<file path="config.mk">
export PLATFORM = sky130hd
export DESIGN_NAME = exc_entry_seq
export DESIGN_NICKNAME = d
export VERILOG_FILES = /design/src/rtl/exc_entry_pkg.sv /design/src/rtl/exc_vec_select.sv /design/src/rtl/exc_state_calc.sv /design/src/rtl/exc_vec_fetch.sv /design/src/rtl/exc_entry_seq.sv
export SDC_FILE = /design/constraint.sdc
export NUM_CORES = 1
export LEC_CHECK = 0
export BUFFER_PORTS_ARGS = -buffer_cell sky130_fd_sc_hd__buf_2
export CORE_MARGIN = 3
export CORE_UTILIZATION = 35
export CTS_BUF_LIST = sky130_fd_sc_hd__clkbuf_8
export CTS_CLUSTER_SIZE = 24
export DETAILED_ROUTE_END_ITERATION = 10
export GPL_ROUTABILITY_DRIVEN = 1
export PLACE_DENSITY_LB_ADDON = 0.15
export SETUP_SLACK_MARGIN = 0.3
export SYNTH_ARGS = -nofsm -noshare
export SYNTH_HDL_FRONTEND = slang
export SYNTH_HIERARCHICAL = 1
export SYNTH_SLANG_ARGS = --single-unit
</file>
<file path="constraint.sdc">
create_clock -name clk -period 5.7 [get_ports clk]
set_input_delay 1.14 -clock clk [delete_from_list [all_inputs] [get_ports clk]]
set_output_delay 1.14 -clock clk [all_outputs]
set_load 0.03 [all_outputs]
</file>
<file path="src/rtl/exc_entry_pkg.sv">
// Shared constants and types for the exception entry sequencer.
// Assumes a 32-bit datapath; the status-word layout depends on it.
package exc_entry_pkg;
    localparam int XLEN      = 32;
    localparam int CCS_KEEP  = 2;   // top bits preserved in place
    localparam int CCS_SHIFT = 10;  // distance the lower field moves up
    localparam int EXS_POS   = 8;   // vector position in the status word

    typedef enum logic [1:0] {
        EV_BREAK  = 2'd0,
        EV_NMI    = 2'd1,
        EV_BUSFLT = 2'd2,
        EV_IRQ    = 2'd3
    } ev_cause_e;
endpackage

</file>
<file path="src/rtl/exc_vec_select.sv">
// Chooses the exception vector from the event cause.
// Assumes the non-maskable event is wired to vector zero.
module exc_vec_select
    import exc_entry_pkg::*;
#(
    parameter int VEC_W = 8
) (
    input  ev_cause_e          cause,
    input  logic [VEC_W-1:0]   trap_vec,
    input  logic [VEC_W-1:0]   fault_vec,
    input  logic [VEC_W-1:0]   irq_vec,
    output logic [VEC_W-1:0]   vec
);
    // Vector multiplexer keyed on cause.
    always_comb begin
        unique case (cause)
            EV_BREAK:  vec = trap_vec;
            EV_NMI:    vec = '0;
            EV_BUSFLT: vec = fault_vec;
            default:   vec = irq_vec;
        endcase
    end
endmodule

</file>
<file path="src/rtl/exc_state_calc.sv">
// Computes the register values written on exception entry from a
// captured snapshot. Purely combinational; the caller registers results.
// Assumes U_BIT and M_BIT lie inside the field that is shifted up.
module exc_state_calc
    import exc_entry_pkg::*;
#(
    parameter int VEC_W = 8,
    parameter int DS_W  = 2,
    parameter int U_BIT = 8,
    parameter int M_BIT = 9
) (
    input  logic               is_nmi,
    input  logic [VEC_W-1:0]   vec,
    input  logic [DS_W-1:0]    dslot,
    input  logic [XLEN-1:0]    pc,
    input  logic [XLEN-1:0]    erp,
    input  logic [XLEN-1:0]    nrp,
    input  logic [XLEN-1:0]    ccs,
    input  logic [XLEN-1:0]    sp,
    input  logic [XLEN-1:0]    ksp,
    input  logic [XLEN-1:0]    usp,
    output logic [XLEN-1:0]    erp_n,
    output logic [XLEN-1:0]    nrp_n,
    output logic [XLEN-1:0]    exs_n,
    output logic [XLEN-1:0]    ccs_n,
    output logic [XLEN-1:0]    sp_n,
    output logic [XLEN-1:0]    usp_n,
    output logic               ds_clr
);
    localparam int LOW_W = XLEN - CCS_KEEP - CCS_SHIFT;

    logic [XLEN-1:0] ret_addr;
    logic [XLEN-1:0] ccs_m;

    // Return address rewound by the pending delay-slot count.
    always_comb ret_addr = pc - XLEN'(dslot);

    // Route the return address to the register that belongs to the cause.
    always_comb begin
        erp_n = is_nmi ? erp : ret_addr;
        nrp_n = is_nmi ? ret_addr : nrp;
    end

    // Status word holds only the vector field.
    always_comb exs_n = XLEN'(vec) << EXS_POS;

    // Clear M for non-maskable events, then shift into saved position.
    always_comb begin
        ccs_m = ccs;
        if (is_nmi) ccs_m[M_BIT] = 1'b0;
        ccs_n = {ccs_m[XLEN-1 -: CCS_KEEP], ccs_m[LOW_W-1:0], {CCS_SHIFT{1'b0}}};
    end

    // Swap stacks when the core was in user mode.
    always_comb begin
        if (ccs[U_BIT]) begin
            usp_n = sp;
            sp_n  = ksp;
        end else begin
            usp_n = usp;
            sp_n  = sp;
        end
    end

    // Delay-slot state must be cleared when any count was pending.
    always_comb ds_clr = |dslot;
endmodule

</file>
<file path="src/rtl/exc_vec_fetch.sv">
// Single-outstanding vector-table read. The address is captured on
// launch and held with the request until the memory acknowledges.
// Assumes launch only arrives while no request is outstanding.
module exc_vec_fetch
    import exc_entry_pkg::*;
#(
    parameter int VEC_W = 8
) (
    input  logic               clk,
    input  logic               rst_n,
    input  logic               launch,
    input  logic [XLEN-1:0]    base,
    input  logic [VEC_W-1:0]   vec,
    input  logic               ack,
    output logic               req,
    output logic [XLEN-1:0]    addr,
    output logic               fire
);
    // Request and address register.
    always_ff @(posedge clk) begin
        if (!rst_n) begin
            req  <= 1'b0;
            addr <= '0;
        end else if (launch) begin
            req  <= 1'b1;
            addr <= base + (XLEN'(vec) << 2);
        end else if (req && ack) begin
            req  <= 1'b0;
        end
    end

    // Completion strobe for the parent.
    always_comb fire = req && ack;
endmodule

</file>
<file path="src/rtl/exc_entry_seq.sv">
// Exception entry sequencer top. Snapshots the event on start, issues
// the vector read, and writes all results together when it completes.
// Assumes the core holds no expectation of results before done_o.
module exc_entry_seq
    import exc_entry_pkg::*;
#(
    parameter int VEC_W = 8,
    parameter int DS_W  = 2,
    parameter int U_BIT = 8,
    parameter int M_BIT = 9
) (
    input  logic               clk,
    input  logic               rst_n,
    input  logic               start_i,
    input  logic [1:0]         cause_i,
    input  logic               bf_active_i,
    input  logic [31:0]        pc_i,
    input  logic [VEC_W-1:0]   trap_vec_i,
    input  logic [VEC_W-1:0]   fault_vec_i,
    input  logic [VEC_W-1:0]   irq_vec_i,
    input  logic [DS_W-1:0]    dslot_i,
    input  logic [31:0]        ccs_i,
    input  logic [31:0]        sp_i,
    input  logic [31:0]        ksp_i,
    input  logic [31:0]        usp_i,
    input  logic [31:0]        erp_i,
    input  logic [31:0]        nrp_i,
    input  logic [31:0]        ebp_i,
    output logic               mem_req_o,
    output logic [31:0]        mem_addr_o,
    input  logic               mem_ack_i,
    input  logic [31:0]        mem_rdata_i,
    output logic               busy_o,
    output logic               done_o,
    output logic               abort_o,
    output logic [31:0]        pc_o,
    output logic [31:0]        erp_o,
    output logic [31:0]        nrp_o,
    output logic [31:0]        exs_o,
    output logic [31:0]        ccs_o,
    output logic [31:0]        sp_o,
    output logic [31:0]        usp_o,
    output logic               dslot_clr_o
);
    ev_cause_e          cause_in;
    logic [VEC_W-1:0]   vec_live;
    logic               fatal;
    logic               accept;
    logic               fire;

    logic               busy_q;
    logic               nmi_q;
    logic [VEC_W-1:0]   vec_q;
    logic [DS_W-1:0]    ds_q;
    logic [XLEN-1:0]    pc_q, erp_q, nrp_q, ccs_q, sp_q, ksp_q, usp_q;

    logic [XLEN-1:0]    erp_n, nrp_n, exs_n, ccs_n, sp_n, usp_n;
    logic               ds_clr_n;

    // Decode the raw cause code.
    always_comb cause_in = ev_cause_e'(cause_i);

    // Recursive bus fault and accepted-start detection.
    always_comb begin
        fatal  = start_i && !busy_q && (cause_in == EV_BUSFLT) && bf_active_i;
        accept = start_i && !busy_q && !fatal;
    end

    exc_vec_select #(.VEC_W(VEC_W)) u_vsel (
        .cause     (cause_in),
        .trap_vec  (trap_vec_i),
        .fault_vec (fault_vec_i),
        .irq_vec   (irq_vec_i),
        .vec       (vec_live)
    );

    exc_vec_fetch #(.VEC_W(VEC_W)) u_fetch (
        .clk    (clk),
        .rst_n  (rst_n),
        .launch (accept),
        .base   (ebp_i),
        .vec    (vec_live),
        .ack    (mem_ack_i),
        .req    (mem_req_o),
        .addr   (mem_addr_o),
        .fire   (fire)
    );

    // Busy flag: set on accept, cleared when the read completes.
    always_ff @(posedge clk) begin
        if (!rst_n)      busy_q <= 1'b0;
        else if (accept) busy_q <= 1'b1;
        else if (fire)   busy_q <= 1'b0;
    end

    // Event snapshot taken on accept.
    always_ff @(posedge clk) begin
        if (!rst_n) begin
            nmi_q <= 1'b0; vec_q <= '0; ds_q <= '0;
            pc_q <= '0; erp_q <= '0; nrp_q <= '0; ccs_q <= '0;
            sp_q <= '0; ksp_q <= '0; usp_q <= '0;
        end else if (accept) begin
            nmi_q <= (cause_in == EV_NMI);
            vec_q <= vec_live;
            ds_q  <= dslot_i;
            pc_q  <= pc_i;   erp_q <= erp_i;  nrp_q <= nrp_i;
            ccs_q <= ccs_i;  sp_q  <= sp_i;   ksp_q <= ksp_i;
            usp_q <= usp_i;
        end
    end

    exc_state_calc #(
        .VEC_W (VEC_W), .DS_W (DS_W), .U_BIT (U_BIT), .M_BIT (M_BIT)
    ) u_calc (
        .is_nmi (nmi_q), .vec (vec_q), .dslot (ds_q),
        .pc (pc_q), .erp (erp_q), .nrp (nrp_q), .ccs (ccs_q),
        .sp (sp_q), .ksp (ksp_q), .usp (usp_q),
        .erp_n (erp_n), .nrp_n (nrp_n), .exs_n (exs_n), .ccs_n (ccs_n),
        .sp_n (sp_n), .usp_n (usp_n), .ds_clr (ds_clr_n)
    );

    // Result registers, all written in the read-completion cycle.
    always_ff @(posedge clk) begin
        if (!rst_n) begin
            pc_o <= '0; erp_o <= '0; nrp_o <= '0; exs_o <= '0;
            ccs_o <= '0; sp_o <= '0; usp_o <= '0;
        end else if (fire) begin
            pc_o  <= mem_rdata_i;
            erp_o <= erp_n;  nrp_o <= nrp_n;  exs_o <= exs_n;
            ccs_o <= ccs_n;  sp_o  <= sp_n;   usp_o <= usp_n;
        end
    end

    // One-cycle strobes: done, delay-slot clear, abort.
    always_ff @(posedge clk) begin
        if (!rst_n) begin
            done_o      <= 1'b0;
            dslot_clr_o <= 1'b0;
            abort_o     <= 1'b0;
        end else begin
            done_o      <= fire;
            dslot_clr_o <= fire && ds_clr_n;
            abort_o     <= fatal;
        end
    end

    // Busy is visible directly.
    always_comb busy_o = busy_q;
endmodule

</file>
## After elaboration in Yosys (flattened, before gate mapping)

Cells that the tools add are included.

- Register bits: 461
- Output and inout bits: 261
- Bits of input ports: 321
- Logic and storage cells: 45

- Muxes and demuxes: 8
- Eq/ne operators: 2
- Reduce and logical (&&, ||, !) cells: 11
- $add $sub $neg: 2

Operators by type and width:

| kind | number |
|---|---|
| 2-to-1 mux 32 bit | 4 |
| adder 32 x 10 -> 32 bit | 1 |
| subtractor 32 x 2 -> 32 bit | 1 |
| case mux 8 bit (3 select lines) | 1 |
| logical AND 1 bit | 6 |
| 2-to-1 mux 1 bit | 3 |
| == test 2 x 1 -> 1 bit, second input constant | 1 |
| == test 2 bit, second input constant | 1 |
| logical NOT 1 bit | 2 |
| logical NOT 2 bit | 1 |
| nonzero test 2 bit | 1 |
| OR reduction 2 bit | 1 |

## Logic depth before layout (Yosys ltp)

Gate-level depths: netlist of the first run.

- Depth in word-level cells: 7
- Mapped depth: 11
- Mapped depth without buffers: 10

## By module

Netlist of the first run, hierarchy kept.

Modules (own cells, without submodules):

| module | sequential area each (sq um) | area an instance (sq um) | cells an instance | times used |
|---|---|---|---|---|
| exc_entry_seq | 9268.9 | 17205.3 | 1754 | 1 |
| exc_state_calc | 0.0 | 2690.1 | 389 | 1 |
| exc_vec_fetch | 660.6 | 2067.0 | 241 | 1 |
| exc_vec_select | 0.0 | 186.4 | 19 | 1 |

## Worst setup path after synthesis of the first run

No wires, ideal clock.

- Path kind: in2reg
- Start: input port cause_i[1]
- End: register u_fetch.addr[28]
- Arrival: 3.408 ns
- Cell stages on the path: 11
- Path buffers: 1
- Library setup time: 0.117 ns
- Required time: 5.583 ns
- Path slack: 2.175 ns
- Path through: buf_2 -> nor2_2 -> a22o_1 -> ha_1 -> inv_1 -> fa_1 -> nand2b_1 -> a211o_1 -> a2111oi_2 -> xnor2_1 -> o21ai_1

- Elaborated cells between the ends (all ways): 9
- Those cells by class: add/sub (1); eq/ne (2); mux (1); reduce/logical (5)

RTL lines:

| item | line | text |
|---|---|---|
| from (decl) | exc_entry_seq.sv:15 | `input logic [1:0] cause_i,` |
| == test 2 bit (tied with other cells) | exc_vec_select.sv:16 | `unique case (cause)` |
| case mux 8 bit (3 select lines) (*) | exc_vec_select.sv:16 |  |
| net vec_live[0] | exc_entry_seq.sv:46 | `logic [VEC_W-1:0] vec_live;` |
| adder 32 x 10 -> 32 bit (*) | exc_vec_fetch.sv:26 | `addr <= base + (XLEN'(vec) << 2);` |
| to (signal assigned) | exc_vec_fetch.sv:26 |  |
| to (decl) | exc_vec_fetch.sv:16 | `output logic [XLEN-1:0] addr,` |

Mark *: on every way through the listed nets, which the timed path passes. The rest lies on a longest branch.
A chain may end at the register's enable or synchronous reset.

## Worst setup path in the final report of the first run

- Start: input port cause_i[0]
- End: register u_fetch.addr[24]

Same word-level chain as after synthesis.

==> key figures, run 1 <==
Detailed routing
  • Wirelength, routed: roughly 66 mm
  • Via density: about 4.8
  • Post-route DRC: 0
  • Antenna Nets Post-Route: 0
  • WL/cell: 17.65 um
  • Via count: between 15000 and 20000
  • First drt pass iteration count: 5
  • Initial DRC Count: 903

Global routing
  • Antenna violations before repair: 21
  • GRT Overall Usage: ~19%
  • Largest net degree at the start of global routing: between 200 and 250
  • Vias in the first global route: roughly 18000
  • First-pass GRT wire length: 101.7 mm
  • Grt total ovfl: 0

STA
  • Total negative setup slack: 0 ns
  • Worst slew margin relative to its limit: about a quarter
  • Hold WS: around 0.45 ns
  • Unrepaired setup endpoints after global routing: false
  • Final worst setup slack: around 2.3 ns
  • Tcrit/Tclk final: about three fifths
  • Final Hold Viols: 0
  • # setup viols final: 0
  • Worst-Margin Slew: roughly 1.1 ns
  • Fin. max-slew vios: 0
  • Clock period minus worst slack: 3.406 ns
  • Post-Route Skew: about 0.032 ns
  • Max Freq: about 290 MHz

Pwr
  • Peak supply drop: between 0.0002 and 0.00025 V
  • P per Cell Area: approximately 300 nW/um2
  • Leakage power: around 12 nW

CTS
  • CTS tree: yes
  • CTS root buf: clkbuf_8
  • Clk Latency, worst-skew pair: roughly 0.66 ns
  • CTS Buf Count: 88
  • CTS resizes: 0
  • Clock Tree Buf Depth: 3
  • CTS Hold Bufs: 0
  • Clock sinks: between 400 and 500
  • Post-CTS Setup Inserts: 0
  • Clock transition at path regs: about 0.060 ns
  • CTS H-tree depth: 3

Setup path
  • CP Capture Type: flip-flop
  • Setup crit start kind: input pin
  • Critical path class: in -> reg
  • CP Max Fanout: 11
  • Critical Path RT: 6.23 ns
  • Critical Path AT: 3.93 ns

Job
  • Max cap viols: 0

Logic synthesis
  • Post-Syn Area per Cell: around 9.2 um2
  • Syn Inst Count: approximately 2400
  • Post-Syn Area: about 22000 um2
  • Synth warn: 6

Cells and area
  • Sequential cell area: 9732 um2
  • Final net count: 3176
  • Share of layout cells above drive strength 1: between 20% and 30%
  • Area of the multi-input gates: ~11000 um2
  • Fill cells: 6172
  • P&R area growth vs syn: 20.95%

Placement
  • Placement Setup Slack: roughly 1.6 ns
  • GP Congestion: around 0.83
  • Hpwl dp: between 40 and 50 mm
  • Number of port buffers: about 570

Floorplan
  • Die area: roughly 65000 um2
  • Core Region: between 60000 and 70000 um2
  • Die W: 255.4 um
  • Die height: approximately 260 um
  • Initial Utilization: ~36%
  • Ports: between 500 and 600
  • Number of placement rows: 90

Status
  • Status: finished clean

Worst hold path
  • Hold Path Class: reg -> reg
==> critical path, cell delays in order <==
cell and delay [ns]:
buf_2 0.21, nor2_2 0.37, a22o_1 0.25, ha_1 0.21, inv_1 0.07, fa_1 0.42, nand2b_1 0.19, a211o_1 0.40
a21oi_2 0.38, a31o_2 0.21, a31oi_1 0.08
==> layout make-up <==
type / count / area share [%]
multi-input combinational: 1671 / 41.00
sequential: 486 / 36.95
timing repair buffer: 585 / 11.57
clock buffer: 105 / 5.487
tap: 828 / 3.934
clock inverter: 40 / 0.7222
inverter: 11 / 0.1853
antenna: 15 / 0.1425
==> final timing paths <==
kind	cells after the start	to	from	slack, ns
worst max-delay path	11	u_fetch/addr[24]$_SDFFE_PN0P_	cause_i[0]	2.29
worst min-delay path	2	ksp_q[2]$_SDFFE_PN0P_	ksp_q[2]$_SDFFE_PN0P_	0.45
worst max register to register	8	erp_o[26]$_SDFFE_PN0P_	ds_q[0]$_SDFFE_PN0P_	2.35
worst min register to register	2	ksp_q[2]$_SDFFE_PN0P_	ksp_q[2]$_SDFFE_PN0P_	0.45
==> power by group <==
group	leakage (nW)	internal, mW	switching, mW	total, mW
Sequential	3.96	3.58	0.114	3.69
Clock	0.957	1.66	1.45	3.11
Combinational	6.79	0.471	0.724	1.19
==> per-stage QoR <==
step,util (%),instance area (um2),power (mW),std cells
finish,43.23,26340,7.995,3741
global route,43.21,26330,8.403,3737
CTS,43.17,26300,8.133,3726
detailed placement,40.48,24660,4.965,3581
global placement,40.48,24660,4.945,3581
floorplan,-,21900,4.615,2396
==> cells in the final DEF, fill, tap and decap left out, types with 15 or more instances in the layout <==
cell type and count:
inv_1 39, o21ai_0 37, a31oi_1 46, mux2_2 71
clkbuf_8 105, xor2_1 16, nor2_1 292, buf_2 570
conb_1 34, a21oi_1 42, nand2_1 475, mux2i_1 457
diode_2 15, nor2b_1 15, dfxtp_1 484
==> layer usage <==
layer / vias up / global-route usage, % / routed length, um
li1: 8902 / - / -
met3: 110 / 5.793 / 4101
met1: 8426 / 23.08 / 27820
met4: 10 / 6.674 / 1559
met5: - / 0 / 62
met2: 427 / 33.30 / 32470
(Power assumes the default switching activity.)
==> run 2: changes to the inputs <==
==> constraint.sdc (replaced) <==
create_clock -name clk -period 2.9 [get_ports clk]
set_input_delay 0.58 -clock clk [delete_from_list [all_inputs] [get_ports clk]]
set_output_delay 0.58 -clock clk [all_outputs]
set_load 0.03 [all_outputs]
==> run 2 against run 1 <==
First-iteration DRC count increased by 26%. Utilization increased by 1.2 points. Cell count increased by 1.7%. Power increased by 100%. Combinational power increased by 120%. Routed wire length increased by 4.9%. Largest cell class unchanged. Highest routed layer unchanged.
==> key figures, run 2 (synthesis results as in run 1) <==
Cells and area
  • Commonest non-fill, non-tap cell in the layout: buf_2
  • Fin area: 27050 um2 (+2.7%)
  • P&R area growth vs syn: 24.24%
  • Fin cells: 3804 (+1.7%)
  • Final core occ: 44.40% (+1.2 points)
  • Final net count: 3235 (+1.9%)
  • Share of layout cells above drive strength 1: 29.59% (+1.7 points)
  • Most frequent cells in the layout: buf_2, dfxtp_1, nand2_1, mux2i_1, nor2_1

Floorplan
  • Core Region: 60920 um2 (unchanged)
  • Initial Utilization: 35.74% (unchanged)
  • Ports: 582 (unchanged)
  • Number of placement rows: 90 (unchanged)
  • Die W: 255.4 um (unchanged)
  • Die height: 255.4 um (unchanged)
  • Die area: 65240 um2 (unchanged)

Global routing
  • Largest net degree at the start of global routing: 119 (-46%)
  • Antenna violations before repair: 17 (-19%)
  • GRT Overall Usage: 20.28% (+0.88 points)
  • Grt total ovfl: 0 (unchanged)
  • Vias in the first global route: 18630 (+4.3%)
  • First-pass GRT wire length: 106.3 mm (+4.5%)

Placement
  • Hpwl dp: 49.63 mm (+9.4%)
  • Placement Setup Slack: -0.2192 ns (-1.827 ns)
  • GP Congestion: 0.8799 (+5.5%)
  • Placed insts: 3636 (+1.5%)
  • Number of port buffers: 571 (unchanged)
  • DP Area: 25320 um2 (+2.7%)

Setup path
  • Critical path class: reg -> reg
  • Crit-path slowest cell: or4_2
  • WP buf/inv: 0 (-2)
  • Critical Path RT: 3.49 ns (-2.74 ns)
  • Worst path cell trace: nor4_1, nand3_1, or4_2, a31oi_1, mux2i_1, nor2_1
  • Setup crit start kind: flip-flop
  • CP delay by family, top: simple AND/OR/NAND/NOR gates
  • CP Max Fanout: 7 (-4)
  • CP Capture Type: flip-flop
  • CP peak stage delay: 0.73 ns (+0.31 ns)
  • Critical Path AT: 3.07 ns (-0.86 ns)

STA
  • Max Freq: 403.5 MHz
  • Fin. max-slew vios: 0 (unchanged)
  • Total negative setup slack: 0 ns (unchanged)
  • Worst slew margin relative to its limit: 58.27% (+33 points)
  • Final Hold Viols: 0 (unchanged)
  • Worst-Margin Slew: 0.6260 ns (-0.4880 ns)
  • Post-Route Skew: 0.03268 ns (+0.0002765 ns)
  • Tcrit/Tclk final: between 80 and 90%
  • # setup viols final: 0 (unchanged)
  • Final worst setup slack: 0.4218 ns (-1.873 ns)
  • Unrepaired setup endpoints after global routing: false
  • Clock period minus worst slack: roughly 2.5 ns

Detailed routing
  • Wirelength, routed: 69.25 mm (+4.9%)
  • Via density: 4.861 (+1.7%)
  • Post-route DRC: 0 (unchanged)
  • Antenna Nets Post-Route: 0 (unchanged)
  • First drt pass iteration count: 5 (unchanged)
  • Initial DRC Count: 1142 (+26%)
  • WL/cell: 18.20 um (+3.2%)
  • Via count: 18490 (+3.5%)

Job
  • Max cap viols: 0 (unchanged)

CTS
  • Clock sinks: 486 (unchanged)
  • Clk Latency, worst-skew pair: 0.67 ns (about the same)
  • CTS Buf Count: 87 (-1.1%)
  • Clock transition at path regs: 0.06 ns (about the same)
  • Clock Tree Buf Depth: 3 (unchanged)
  • CTS tree: yes
  • CTS root buf: clkbuf_8
  • CTS H-tree depth: 3 (unchanged)

Pwr
  • Peak supply drop: 0.0003148 V (+51%)
  • P per Cell Area: 591.3 nW/um2 (+95%)
  • Leakage power: 12.11 nW (+3.4%)

Status
  • Status: finished clean

Worst hold path
  • Hold Path Class: in -> reg
[run 2: per-stage QoR]
| step | hold slack (ns) | power, mW |
|---|---|---|
| global placement | 0.4387 | 9.909 |
| CTS | 0.07054 | 16.25 |
| detailed placement | 0.4445 | 9.952 |
| floorplan | 0.4302 | 9.097 |
| global route | 0.09677 | 16.79 |
| finish | 0.1459 | 16.00 |
[run 2: what timing repair did]
item	in CTS	in global routing
hold buffers	0	0
buffers inserted	0	5
gates resized for setup	0	2
setup endpoints to repair	0	14
[run 2: final cells by class]
cell class                 instances  area (um2)
timing repair buffer             645        3649
fill                            6059       33870
sequential                       486        9732
inverter                          11       48.80
clock inverter                    51       247.7
tap                              828        1036
clock buffer                     103        1418
multi-input combinational       1671       10900
antenna                            9       22.52
[run 2: per-layer routing]
layer / global-route usage [%] / wire (um) / vias to the layer above
li1: - / - / 9001
met5: 0 / 84 / -
met2: 34.30 / 33460 / 535
met1: 24.48 / 29260 / 8821
met3: 5.575 / 4499 / 120
met4: 7.869 / 1942 / 16
[run 2: path summary, 6_finish.rpt]
check	startpoint	endpoint	slack (ns)	cells after the start
worst max-delay path	pc_q[20]$_SDFFE_PN0P_	erp_o[26]$_SDFFE_PN0P_	0.42	6
worst min register to register	ksp_q[0]$_SDFFE_PN0P_	ksp_q[0]$_SDFFE_PN0P_	0.45	2
worst min-delay path	mem_rdata_i[26]	pc_o[26]$_SDFFE_PN0P_	0.15	3
worst max register to register	pc_q[20]$_SDFFE_PN0P_	erp_o[26]$_SDFFE_PN0P_	0.42	6
[run 2: where the power goes]
| part | internal [mW] | switching (mW) | leakage, nW | total, mW |
|---|---|---|---|---|
| registers | 7.03 | 0.233 | 3.96 | 7.26 |
| logic | 1.05 | 1.50 | 7.14 | 2.56 |
| clock network | 3.24 | 2.94 | 1.00 | 6.18 |
| total | 11.3 | 4.67 | 12.1 | 16.0 |
[run 2: worst register-to-register path, stage by stage, from the launching register on]
cell	delay, ns
dfxtp_1	0.39
nor4_1	0.54
nand3_1	0.39
or4_2	0.73
a31oi_1	0.18
mux2i_1	0.09
nor2_1	0.10
